<file path="src/rtl/spi_eeprom_pkg.sv">
// Shared command codes and sequencer state encoding for the SPI memory controller.
package spi_eeprom_pkg;
    localparam logic [7:0] CMD_LATCH_SET = 8'h06;
    localparam logic [7:0] CMD_LATCH_CLR = 8'h04;
    localparam logic [7:0] CMD_FLAG_SET  = 8'h00;
    localparam logic [7:0] CMD_STAT_RD   = 8'h05;
    localparam logic [7:0] CMD_STAT_WR   = 8'h01;
    localparam logic [7:0] CMD_ARR_RD    = 8'h03;
    localparam logic [7:0] CMD_ARR_WR    = 8'h02;

    typedef enum logic [2:0] {
        SQ_OPCODE,
        SQ_ADDR_HI,
        SQ_ADDR_LO,
        SQ_READ,
        SQ_WRITE,
        SQ_STAT_RD,
        SQ_STAT_WR,
        SQ_DISCARD
    } seq_state_t;
endpackage

</file>
<file path="src/rtl/spi_eeprom_link.sv">
// Serial link: syncs the SPI pins into clk, assembles received bytes MSB first,
// and shifts tx bytes out on SCK falling edges.
// Assumes each SCK phase lasts at least 8 clk cycles.
module spi_eeprom_link (
    input  logic       clk,
    input  logic       rst_n,
    input  logic       cs_n,
    input  logic       sck,
    input  logic       si,
    input  logic [7:0] tx_byte,
    output logic       sel,
    output logic       byte_rdy,
    output logic [7:0] rx_byte,
    output logic       cs_end,
    output logic       aligned,
    output logic       so
);
    logic [2:0] cs_sy;
    logic [2:0] sck_sy;
    logic [1:0] si_sy;
    logic [2:0] bit_cnt;
    logic [6:0] rx_sh;
    logic [7:0] tx_sh;
    logic       sck_rise;
    logic       sck_fall;

    assign sel      = ~cs_sy[1];
    assign cs_end   = cs_sy[1] & ~cs_sy[2];
    assign sck_rise = sck_sy[1] & ~sck_sy[2];
    assign sck_fall = ~sck_sy[1] & sck_sy[2];
    assign aligned  = (bit_cnt == 3'd0);
    assign so       = tx_sh[7];

    // Bring the asynchronous pins into the clk domain.
    always_ff @(posedge clk) begin
        if (!rst_n) begin
            cs_sy  <= 3'b111;
            sck_sy <= 3'b000;
            si_sy  <= 2'b00;
        end else begin
            cs_sy  <= {cs_sy[1:0], cs_n};
            sck_sy <= {sck_sy[1:0], sck};
            si_sy  <= {si_sy[0], si};
        end
    end

    // Shift in SI on rising SCK edges and flag each completed byte.
    always_ff @(posedge clk) begin
        if (!rst_n) begin
            bit_cnt  <= '0;
            rx_sh    <= '0;
            byte_rdy <= 1'b0;
            rx_byte  <= '0;
        end else begin
            byte_rdy <= 1'b0;
            if (!sel) begin
                bit_cnt <= '0;
            end else if (sck_rise) begin
                rx_sh   <= {rx_sh[5:0], si_sy[1]};
                bit_cnt <= bit_cnt + 3'd1;
                if (bit_cnt == 3'd7) begin
                    byte_rdy <= 1'b1;
                    rx_byte  <= {rx_sh, si_sy[1]};
                end
            end
        end
    end

    // Drive SO: load a fresh byte on the first falling edge of a byte slot, else shift.
    always_ff @(posedge clk) begin
        if (!rst_n) begin
            tx_sh <= '0;
        end else if (!sel) begin
            tx_sh <= '0;
        end else if (sck_fall) begin
            tx_sh <= aligned ? tx_byte : {tx_sh[6:0], 1'b0};
        end
    end
endmodule

</file>
<file path="src/rtl/spi_eeprom_store.sv">
// Storage array: flop array with an asynchronous read port and a page-wide
// masked write port that commits a whole page buffer in one clock.
module spi_eeprom_store #(
    parameter int AW = 8,
    parameter int PW = 4
) (
    input  logic                  clk,
    input  logic                  rst_n,
    input  logic [AW-1:0]         rd_addr,
    output logic [7:0]            rd_data,
    input  logic                  commit,
    input  logic [AW-PW-1:0]      page,
    input  logic [(1<<PW)*8-1:0]  pdata,
    input  logic [(1<<PW)-1:0]    pmask
);
    localparam int DEPTH = 1 << AW;
    localparam int PD    = 1 << PW;

    logic [7:0] mem [DEPTH];

    assign rd_data = mem[rd_addr];

    for (genvar g = 0; g < DEPTH; g++) begin : g_cell
        localparam int                SLOT = g % PD;
        localparam logic [AW-PW-1:0]  PG   = (AW-PW)'(g / PD);
        // Update one byte when its page commits and its slot was filled.
        always_ff @(posedge clk) begin
            if (!rst_n) begin
                mem[g] <= '0;
            end else if (commit && page == PG && pmask[SLOT]) begin
                mem[g] <= pdata[SLOT*8 +: 8];
            end
        end
    end
endmodule

</file>
<file path="src/rtl/spi_eeprom_timer.sv">
// Write-cycle timer: once started, stays busy for CYC clocks and pulses done
// in the last busy clock. Assumes start is only raised while idle.
module spi_eeprom_timer #(
    parameter int CYC = 1000
) (
    input  logic clk,
    input  logic rst_n,
    input  logic start,
    output logic busy,
    output logic done
);
    localparam int CW = $clog2(CYC + 1);

    logic [CW-1:0] cnt;

    assign done = busy && (cnt == CW'(CYC - 1));

    // Count the busy window.
    always_ff @(posedge clk) begin
        if (!rst_n) begin
            busy <= 1'b0;
            cnt  <= '0;
        end else if (start && !busy) begin
            busy <= 1'b1;
            cnt  <= '0;
        end else if (busy) begin
            if (done) busy <= 1'b0;
            else      cnt  <= cnt + CW'(1);
        end
    end

    p_start_idle_r7: assert property (@(posedge clk) disable iff (!rst_n)
        start |-> !busy) else $error("start while busy");
endmodule

</file>
<file path="src/rtl/spi_eeprom_ctrl.sv">
// SPI memory controller top: command sequencer, status byte, write-permission
// latch and protection checks around the link, store and timer blocks.
// Assumes mode 0 traffic with SCK phases of at least 8 clk cycles.
module spi_eeprom_ctrl
    import spi_eeprom_pkg::*;
#(
    parameter int AW   = 8,
    parameter int PW   = 4,
    parameter int WCYC = 1000
) (
    input  logic clk,
    input  logic rst_n,
    input  logic cs_n,
    input  logic sck,
    input  logic si,
    input  logic wp_n,
    output logic so
);
    localparam int PD = 1 << PW;
    localparam int GW = AW - PW;

    logic          sel, byte_rdy, cs_end, aligned;
    logic [7:0]    rx_byte, tx_byte, rd_data;
    seq_state_t    st;
    logic [7:0]    opc;
    logic [AW-1:0] addr;
    logic [PW-1:0] pidx;
    logic [7:0]    pbuf [PD];
    logic [PD-1:0] pmask;
    logic [PD*8-1:0] pdata;
    logic [5:0]    sr_pend;
    logic [1:0]    sr_cnt;
    logic          gen, flag, wel;
    logic [1:0]    tmr_bits, guard;
    logic          wip, tmr_done;
    logic [1:0]    wp_sy;
    logic          arr_fire, sr_fire, start;
    logic [7:0]    status;

    // Is the given page inside the region selected by the guard bits?
    function automatic logic in_guard(input logic [1:0] g, input logic [GW-1:0] pg);
        case (g)
            2'b00:   return 1'b0;
            2'b01:   return pg[GW-1] & pg[GW-2];
            2'b10:   return pg[GW-1];
            default: return 1'b1;
        endcase
    endfunction

    assign status   = {gen, flag, tmr_bits, guard, wel, wip};
    assign arr_fire = cs_end && aligned && st == SQ_WRITE && (|pmask) && wel
                      && !in_guard(guard, addr[AW-1:PW]);
    assign sr_fire  = cs_end && aligned && st == SQ_STAT_WR && sr_cnt == 2'd1 && wel
                      && (!gen || wp_sy[1]);
    assign start    = arr_fire || sr_fire;

    // Flatten the page buffer for the store's write port.
    always_comb begin
        for (int i = 0; i < PD; i++) pdata[i*8 +: 8] = pbuf[i];
    end

    // Choose the byte offered to the serial output.
    always_comb begin
        case (st)
            SQ_STAT_RD: tx_byte = status;
            SQ_READ:    tx_byte = rd_data;
            default:    tx_byte = 8'h00;
        endcase
    end

    // Synchronise the write-protect pin.
    always_ff @(posedge clk) begin
        if (!rst_n) wp_sy <= 2'b11;
        else        wp_sy <= {wp_sy[0], wp_n};
    end

    // Command sequencer and status byte.
    always_ff @(posedge clk) begin
        if (!rst_n) begin
            st       <= SQ_OPCODE;
            opc      <= '0;
            addr     <= '0;
            pidx     <= '0;
            pmask    <= '0;
            sr_pend  <= '0;
            sr_cnt   <= '0;
            gen      <= 1'b0;
            flag     <= 1'b0;
            tmr_bits <= '0;
            guard    <= '0;
            wel      <= 1'b0;
            for (int i = 0; i < PD; i++) pbuf[i] <= '0;
        end else begin
            if (tmr_done) wel <= 1'b0;
            if (sr_fire) {gen, flag, tmr_bits, guard} <= sr_pend;
            if (!sel) begin
                st <= SQ_OPCODE;
            end else if (byte_rdy) begin
                case (st)
                    SQ_OPCODE: begin
                        if (wip && rx_byte != CMD_STAT_RD) begin
                            st <= SQ_DISCARD;
                        end else begin
                            case (rx_byte)
                                CMD_LATCH_SET: begin wel <= 1'b1; st <= SQ_DISCARD; end
                                CMD_LATCH_CLR: begin wel <= 1'b0; flag <= 1'b0; st <= SQ_DISCARD; end
                                CMD_FLAG_SET:  begin flag <= 1'b1; st <= SQ_DISCARD; end
                                CMD_STAT_RD:   st <= SQ_STAT_RD;
                                CMD_STAT_WR:   begin sr_cnt <= '0; st <= SQ_STAT_WR; end
                                CMD_ARR_RD, CMD_ARR_WR: begin
                                    opc   <= rx_byte;
                                    pmask <= '0;
                                    st    <= SQ_ADDR_HI;
                                end
                                default:       st <= SQ_DISCARD;
                            endcase
                        end
                    end
                    SQ_ADDR_HI: st <= SQ_ADDR_LO;
                    SQ_ADDR_LO: begin
                        addr <= rx_byte[AW-1:0];
                        pidx <= rx_byte[PW-1:0];
                        st   <= (opc == CMD_ARR_RD) ? SQ_READ : SQ_WRITE;
                    end
                    SQ_READ: addr <= addr + AW'(1);
                    SQ_WRITE: begin
                        pbuf[pidx]  <= rx_byte;
                        pmask[pidx] <= 1'b1;
                        pidx        <= pidx + PW'(1);
                    end
                    SQ_STAT_WR: begin
                        sr_pend <= rx_byte[7:2];
                        if (sr_cnt != 2'd2) sr_cnt <= sr_cnt + 2'd1;
                    end
                    default: ;
                endcase
            end
        end
    end

    spi_eeprom_link u_link (
        .clk(clk), .rst_n(rst_n), .cs_n(cs_n), .sck(sck), .si(si),
        .tx_byte(tx_byte), .sel(sel), .byte_rdy(byte_rdy), .rx_byte(rx_byte),
        .cs_end(cs_end), .aligned(aligned), .so(so)
    );

    spi_eeprom_store #(.AW(AW), .PW(PW)) u_store (
        .clk(clk), .rst_n(rst_n), .rd_addr(addr), .rd_data(rd_data),
        .commit(arr_fire), .page(addr[AW-1:PW]), .pdata(pdata), .pmask(pmask)
    );

    spi_eeprom_timer #(.CYC(WCYC)) u_timer (
        .clk(clk), .rst_n(rst_n), .start(start), .busy(wip), .done(tmr_done)
    );

    p_wel_gate_r4: assert property (@(posedge clk) disable iff (!rst_n)
        start |-> wel) else $error("write started without latch");
    p_wel_clear_r7: assert property (@(posedge clk) disable iff (!rst_n)
        $fell(wip) |-> !wel) else $error("latch still set after cycle");
    p_busy_hold_r8: assert property (@(posedge clk) disable iff (!rst_n)
        $rose(wel) |-> !wip) else $error("latch set while busy");
    p_sr_commit_r11: assert property (@(posedge clk) disable iff (!rst_n)
        !$stable(guard) |-> $rose(wip)) else $error("guard bits changed outside a status write");
    p_sr_lock_r12: assert property (@(posedge clk) disable iff (!rst_n)
        sr_fire |-> (!gen || wp_sy[1])) else $error("status written while locked");
endmodule

</file>
<file path="config.mk">
export PLATFORM = sky130hd
export DESIGN_NAME = spi_eeprom_ctrl
export DESIGN_NICKNAME = d
export VERILOG_FILES = /design/src/rtl/spi_eeprom_pkg.sv /design/src/rtl/spi_eeprom_link.sv /design/src/rtl/spi_eeprom_store.sv /design/src/rtl/spi_eeprom_timer.sv /design/src/rtl/spi_eeprom_ctrl.sv
export SDC_FILE = /design/constraint.sdc
export NUM_CORES = 2
export LEC_CHECK = 0
export BUFFER_PORTS_ARGS = -buffer_cell sky130_fd_sc_hd__buf_4
export CAP_MARGIN = 20
export CORE_UTILIZATION = 62
export CTS_BUF_LIST = sky130_fd_sc_hd__clkbuf_16
export DETAILED_ROUTE_END_ITERATION = 6
export PLACE_DENSITY = 0.75
export SYNTH_ARGS = -nofsm -noshare
export SYNTH_HDL_FRONTEND = slang
export SYNTH_SLANG_ARGS = --single-unit
</file>
<file path="constraint.sdc">
create_clock -name clk -period 6.8 [get_ports clk]
set_input_delay 1.02 -clock clk [delete_from_list [all_inputs] [get_ports clk]]
set_output_delay 1.02 -clock clk [all_outputs]
set_load 0.005 [all_outputs]
</file>
Word-level counts from Yosys, hierarchy flattened
Memories as Yosys holds them, arrays and structs flattened. A register that Yosys moved wholly into a read port is not among the register bits.
Cells that the tools add are included.
{ "op_classes": {"n_addsub": 5, "order_cmp": 2, "eq_ne": 39, "mux": 1069, "bitwise": 269, "reduce_logical": 316} }
{ "op_table": {"columns": ["cell", "n"], "rows": [
  ["$mux W8", 260],
  ["$mux W1", 790],
  ["$logic_and A1 B1 Y1", 285],
  ["$or A1 B1 Y1", 256],
  ["$eq A4 B4 Y1 const B", 8],
  ["$mux W16", 2],
  ["$pmux W16 S2", 1],
  ["$pmux W8 S2", 2],
  ["$eq A8 B2 Y1 const B", 3],
  ["$eq A8 B3 Y1 const B", 3],
  ["$pmux W3 S3", 2],
  ["$eq A4 B3 Y1 const B", 4],
  ["$or A16 B16 Y16", 1],
  ["$reduce_or A16 Y1", 1],
  ["$eq A3 B3 Y1 const B", 4],
  ["$reduce_and A3 Y1", 4],
  ["$add A10 B1 Y10 const B", 1],
  ["$eq A10 B10 Y1 const B", 1],
  ["$reduce_and A5 Y1", 2],
  ["$add A8 B1 Y8 const B", 1],
  ["$eq A4 B2 Y1 const B", 2],
  ["$eq A8 B1 Y1 const B", 1],
  ["$logic_not A8 Y1", 1],
  ["$ne A2 B2 Y1 const B", 4],
  ["other kinds (34)", 61]
]} }
{ "word_totals": {"register_bits": 102, "ram_bits": 2176, "input_bits": 6, "output_inout_bits": 1, "word_cells": 1725, "mem_count": 2} }
{ "memory_table": {"columns": ["name", "depth", "word_bits", "read_ports", "rd_ports_with_merged_regs", "wr", "line_no", "text"], "rows": [
  ["u_store.mem", 256, 8, 1, 1, 256, "spi_eeprom_store.sv:19", "logic [7:0] mem [DEPTH];"],
  ["pbuf", 16, 8, 16, 0, 16, "spi_eeprom_ctrl.sv:28", "logic [7:0] pbuf [PD];"]
]} }

Logic depth before layout (Yosys ltp)
{ "depth": {"word_depth": 13, "depth_mapped": 14, "depth_no_buf": 9} }

Cells and area by module
From an unflattened synthesis, not the netlist that was laid out.
{ "unflattened": {"cells_unflattened": 7662, "hier_area_um2": 106503.4} }
{ "modules_own_cells": {"columns": ["mod", "n_inst", "cells_each", "area_each_um2", "seq_area_each_um2"], "rows": [
  ["spi_eeprom_store", 1, 6800, 96567.6, 61499.0],
  ["spi_eeprom_ctrl", 1, 664, 7977.7, 4964.8],
  ["spi_eeprom_link", 1, 134, 1393.8, 700.7],
  ["spi_eeprom_timer", 1, 64, 564.3, 220.2]
]} }

Least setup slack after synthesis
OpenSTA, ideal clock, no wires.
{ "synth_timing": {"path_type": "register -> register", "startpoint": "register st[0]", "endpoint": "memory u_store.mem[240][0] (enable)", "setup_ns": 0.329, "arrival_time_ns": 2.401, "required_ns": 6.471, "setup_slack_ns": 4.071, "path_stages_with_launch": 11, "cell_sequence": "dfxtp_1 > buf_2 > or3b_1 > buf_2 > a31oi_2 > nand4_4 > or2_2 > nor2_2 > buf_2 > nand2_1 > nand2_1"} }
{ "synth_rtl": {"columns": ["element", "line_no", "text"], "rows": [
  ["start, declared", "spi_eeprom_ctrl.sv:24", "seq_state_t st;"],
  ["start signal, assigned", "spi_eeprom_ctrl.sv:123", "st <= (opc == CMD_ARR_RD) ? SQ_READ : SQ_WRITE;"],
  ["end, declared", "spi_eeprom_store.sv:19", null]
]} }

==> results by group <==
Outcome
  • Status: finished clean

Min path
  • HP Class: in -> reg

Global routing
  • Vias in the first global route: 64700
  • Gr usage total: 45.7%
  • Largest net degree at the start of global routing: 148
  • First-pass GRT wire length: 506000 um
  • Grt ovf: 0
  • Antenna violations before repair: 24

Synthesis
  • Post-Syn Area: 101000 um^2
  • Ys async rst share: 0%
  • Synth top area share: 64.9%
  • Simple-gate area share of the yosys netlist: 13.5%
  • Synth area leader: edfxtp_1
  • Syn avg cell area: 13.2 um^2
  • Adder-cell share of the synthesized area: 0.147%
  • Post-synth EDFFs: 2176
  • Cells after synthesis: 7600
  • Sequential share of the synthesized area: 67.1%
  • XOR/XNOR share of the synthesized area: 0.104%
  • Most common flop cell mapped by yosys: edfxtp_1
  • Cells taking the most area after synthesis: edfxtp_1 65%, mux4_2 9.2%, nor2_1 8.1%
  • Largest family of logic cells by synthesized area: simple AND/OR/NAND/NOR gates
  • Post-synthesis mux area share: 12.1%
  • Synth Net Count: 7617
  • Synth cell types: 85
  • Yosys warns: 0
  • #FFs+latches synth: 2286
  • Compound-cell area share of the yosys netlist: 3.26%

STA
  • # setup viols final: 0
  • Slew Viols, Final: 0
  • Highest clock rate: 227 MHz
  • RSZ-0062 raised after global routing: no
  • Setup Skew: 75.8 ps
  • Final period utilization: 64.7%
  • Hold Vio Cnt, Final: 0
  • Final min period: 4400 ps
  • Worst slew pin tran: 1270 ps
  • TNS Setup: 0 ps
  • Slew HR: 15.0%

Clock network
  • Worst skew pair latency: 920 ps
  • # Post-CTS Setup Buffers: 0
  • Clk root buf: clkbuf_16
  • Clock transition at path regs: 70 ps
  • CTS buffer count: 222
  • CTS Buffer Depth: 3
  • Post-CTS Hold Fix Bufs: 0
  • CTS tree: yes
  • CTS H-tree lvls: 4
  • Post-cts gate resize count: 0
  • Clock sinks: 2286

Worst setup path
  • Worst Setup End Kind: flop
  • Crit Path Max Fanout: 61
  • Crit Path Category: reg -> reg
  • Critical path launch point type: flop
  • Crit path DAT: 5240 ps
  • Critical Path RT: 7640 ps

Drt
  • Total Routed Length: 373000 um
  • Post-DRT Antenna Nets: 0
  • DR iter-0 viols: 14600
  • Via count: 69500
  • Vias/cell: 7.18
  • DRC: 0
  • Drt wl/cell: 38.5 um
  • Initial DRT Pass Iterations: 7

Final layout
  • Share of layout cells above drive strength 1: 14.0%
  • Fill count: 10900
  • Most frequent cells in the layout: 2182 x nor2_1, 2176 x edfxtp_1, 777 x nand2_1, 413 x mux4_2, 241 x mux2i_1
  • Post-layout util: 67.7%
  • # nets final: 7333
  • Leading cell type in the layout, fill and taps excluded: nor2_1
  • Layout Area Growth over Synthesis: 8.16%

Power
  • Clock network fraction of design power: 41.1%
  • Pint: 0.0225 W
  • Lkg Pwr: 34.1 nW
  • Sw Ratio: 22.1%
  • Peak supply drop: 0.000288 V
  • Power Dens Cells: 265 nW/um^2
  • Psw: 0.00638 W
  • Comb power frac: 2.8%
  • Sequential power share: 56.1%

Floorplanning
  • Core ar.: 161000 um^2
  • Full die area: 164000 um^2
  • Die width: 405 um
  • Chip height: 405 um
  • Core Rows: 147
  • I/O pins: 7
  • Initial Util: 62.5%

Placement
  • Hpwl dp: 233000 um
  • Port Buffers: 6
  • Final Wtd Congestion: 1.05

Job
  • MaxCap Viol Count: 0
==> area by class of cell <==
cell class / count / area [um^2] / area share, %
clock buffer: 222 / 5560 / 5.10
clock inverter: 192 / 1370 / 1.26
multi-input combinational: 4568 / 29600 / 27.2
sequential: 2286 / 67600 / 62.1
antenna: 10 / 25.0 / 0.0230
tap: 2160 / 2700 / 2.48
timing repair buffer: 218 / 1950 / 1.79
inverter: 20 / 75.1 / 0.0690
==> cell usage after synthesis, types with 17 or more instances <==
cell type  instances
a221oi_1          17
nor2_1          2182
buf_6             33
a21oi_1          113
a22oi_1           31
nand3_1           36
buf_4             26
dfxtp_1          110
o22ai_1           70
mux2i_1          241
nand2_1          839
clkbuf_1         383
buf_1             40
a31oi_1           21
nor3_1            34
mux4_2           413
o221ai_1          62
buf_2            209
o21ai_0           58
nor2b_1           27
and3_1           146
edfxtp_1        2176
and2_1            45
==> routing by layer <==
layer  track usage [%]  up-vias  wire length [um]
met5                 0        -               219
met4              33.6       22             34000
met3              19.0     1524             69000
met2              61.7     7352            152000
met1              59.3    33800            117000
li1                  -    26800                 -
==> sequential cells by signal (all words and copies together), names as in the netlist, 4 cells and up, named ones only <==
name / flops
addr: 8
opc: 8
pbuf: 128
pidx: 4
pmask: 16
sr_pend: 6
u_link.rx_byte: 8
u_link.rx_sh: 7
u_link.tx_sh: 8
u_store.mem: 2048
u_timer.cnt: 10
==> per-stage QoR <==
| stage | hold slack, ps | instance area [um^2] | total power (W) | std cells | setup slack (ps) |
|---|---|---|---|---|---|
| floorplan | 386 | 101000 | 0.0168 | 7600 | 4070 |
| global placement | 417 | 102000 | 0.0172 | 9232 | 2600 |
| detailed placement | 400 | 102000 | 0.0173 | 9241 | 2510 |
| CTS | 251 | 109000 | 0.0287 | 9655 | 2510 |
| global route | 284 | 109000 | 0.0293 | 9666 | 2360 |
| finish | 283 | 109000 | 0.0289 | 9676 | 2400 |
==> worst max-delay path, stage by stage (launching register included) <==
cell	delay, ps
dfxtp_4	1010
buf_12	500
buf_4	510
mux2i_1	140
o221ai_1	350
o22ai_1	150
o21ai_0	830
and3_1	360
o2111ai_1	140
o31ai_1	220
==> path summary, 6_finish.rpt <==
path                                        to  slack [ps]  cells after the start                       start
setup reg to reg  u_link.tx_sh[7]$_SDFFE_PP0P_        2400                      9                        flop
hold / removal      u_link.cs_sy[0]$_SDFF_PN1_         280                      2                        cs_n
setup / recovery  u_link.tx_sh[7]$_SDFFE_PP0P_        2400                      9                        flop
hold reg to reg     u_link.cs_sy[1]$_SDFF_PN1_         410                      1  u_link.cs_sy[0]$_SDFF_PN1_
==> power groups by stage <==
stage          sequential [W]  clock, W  combinational, W
2_1_floorplan          0.0164         0          0.000478
3_3_place_gp           0.0164         0          0.000766
3_5_place_dp           0.0165         0          0.000780
4_1_cts                0.0162    0.0118          0.000784
5_1_grt                0.0162    0.0123          0.000823
6_report               0.0162    0.0119          0.000817
==> cell families (layout without fill, tap and decap cells) <==
group	after synthesis	in the layout
other	0	10
adder cells (fa/ha/maj)	12	12
AO/OA/AOI/OAI	481	481
XOR/XNOR	12	12
AND/OR/NAND/NOR	3383	3383
multiplexers	680	680
flip-flops	2286	2286
buffers and inverters	746	652
No activity file was read; power rests on OpenSTA's default activity.
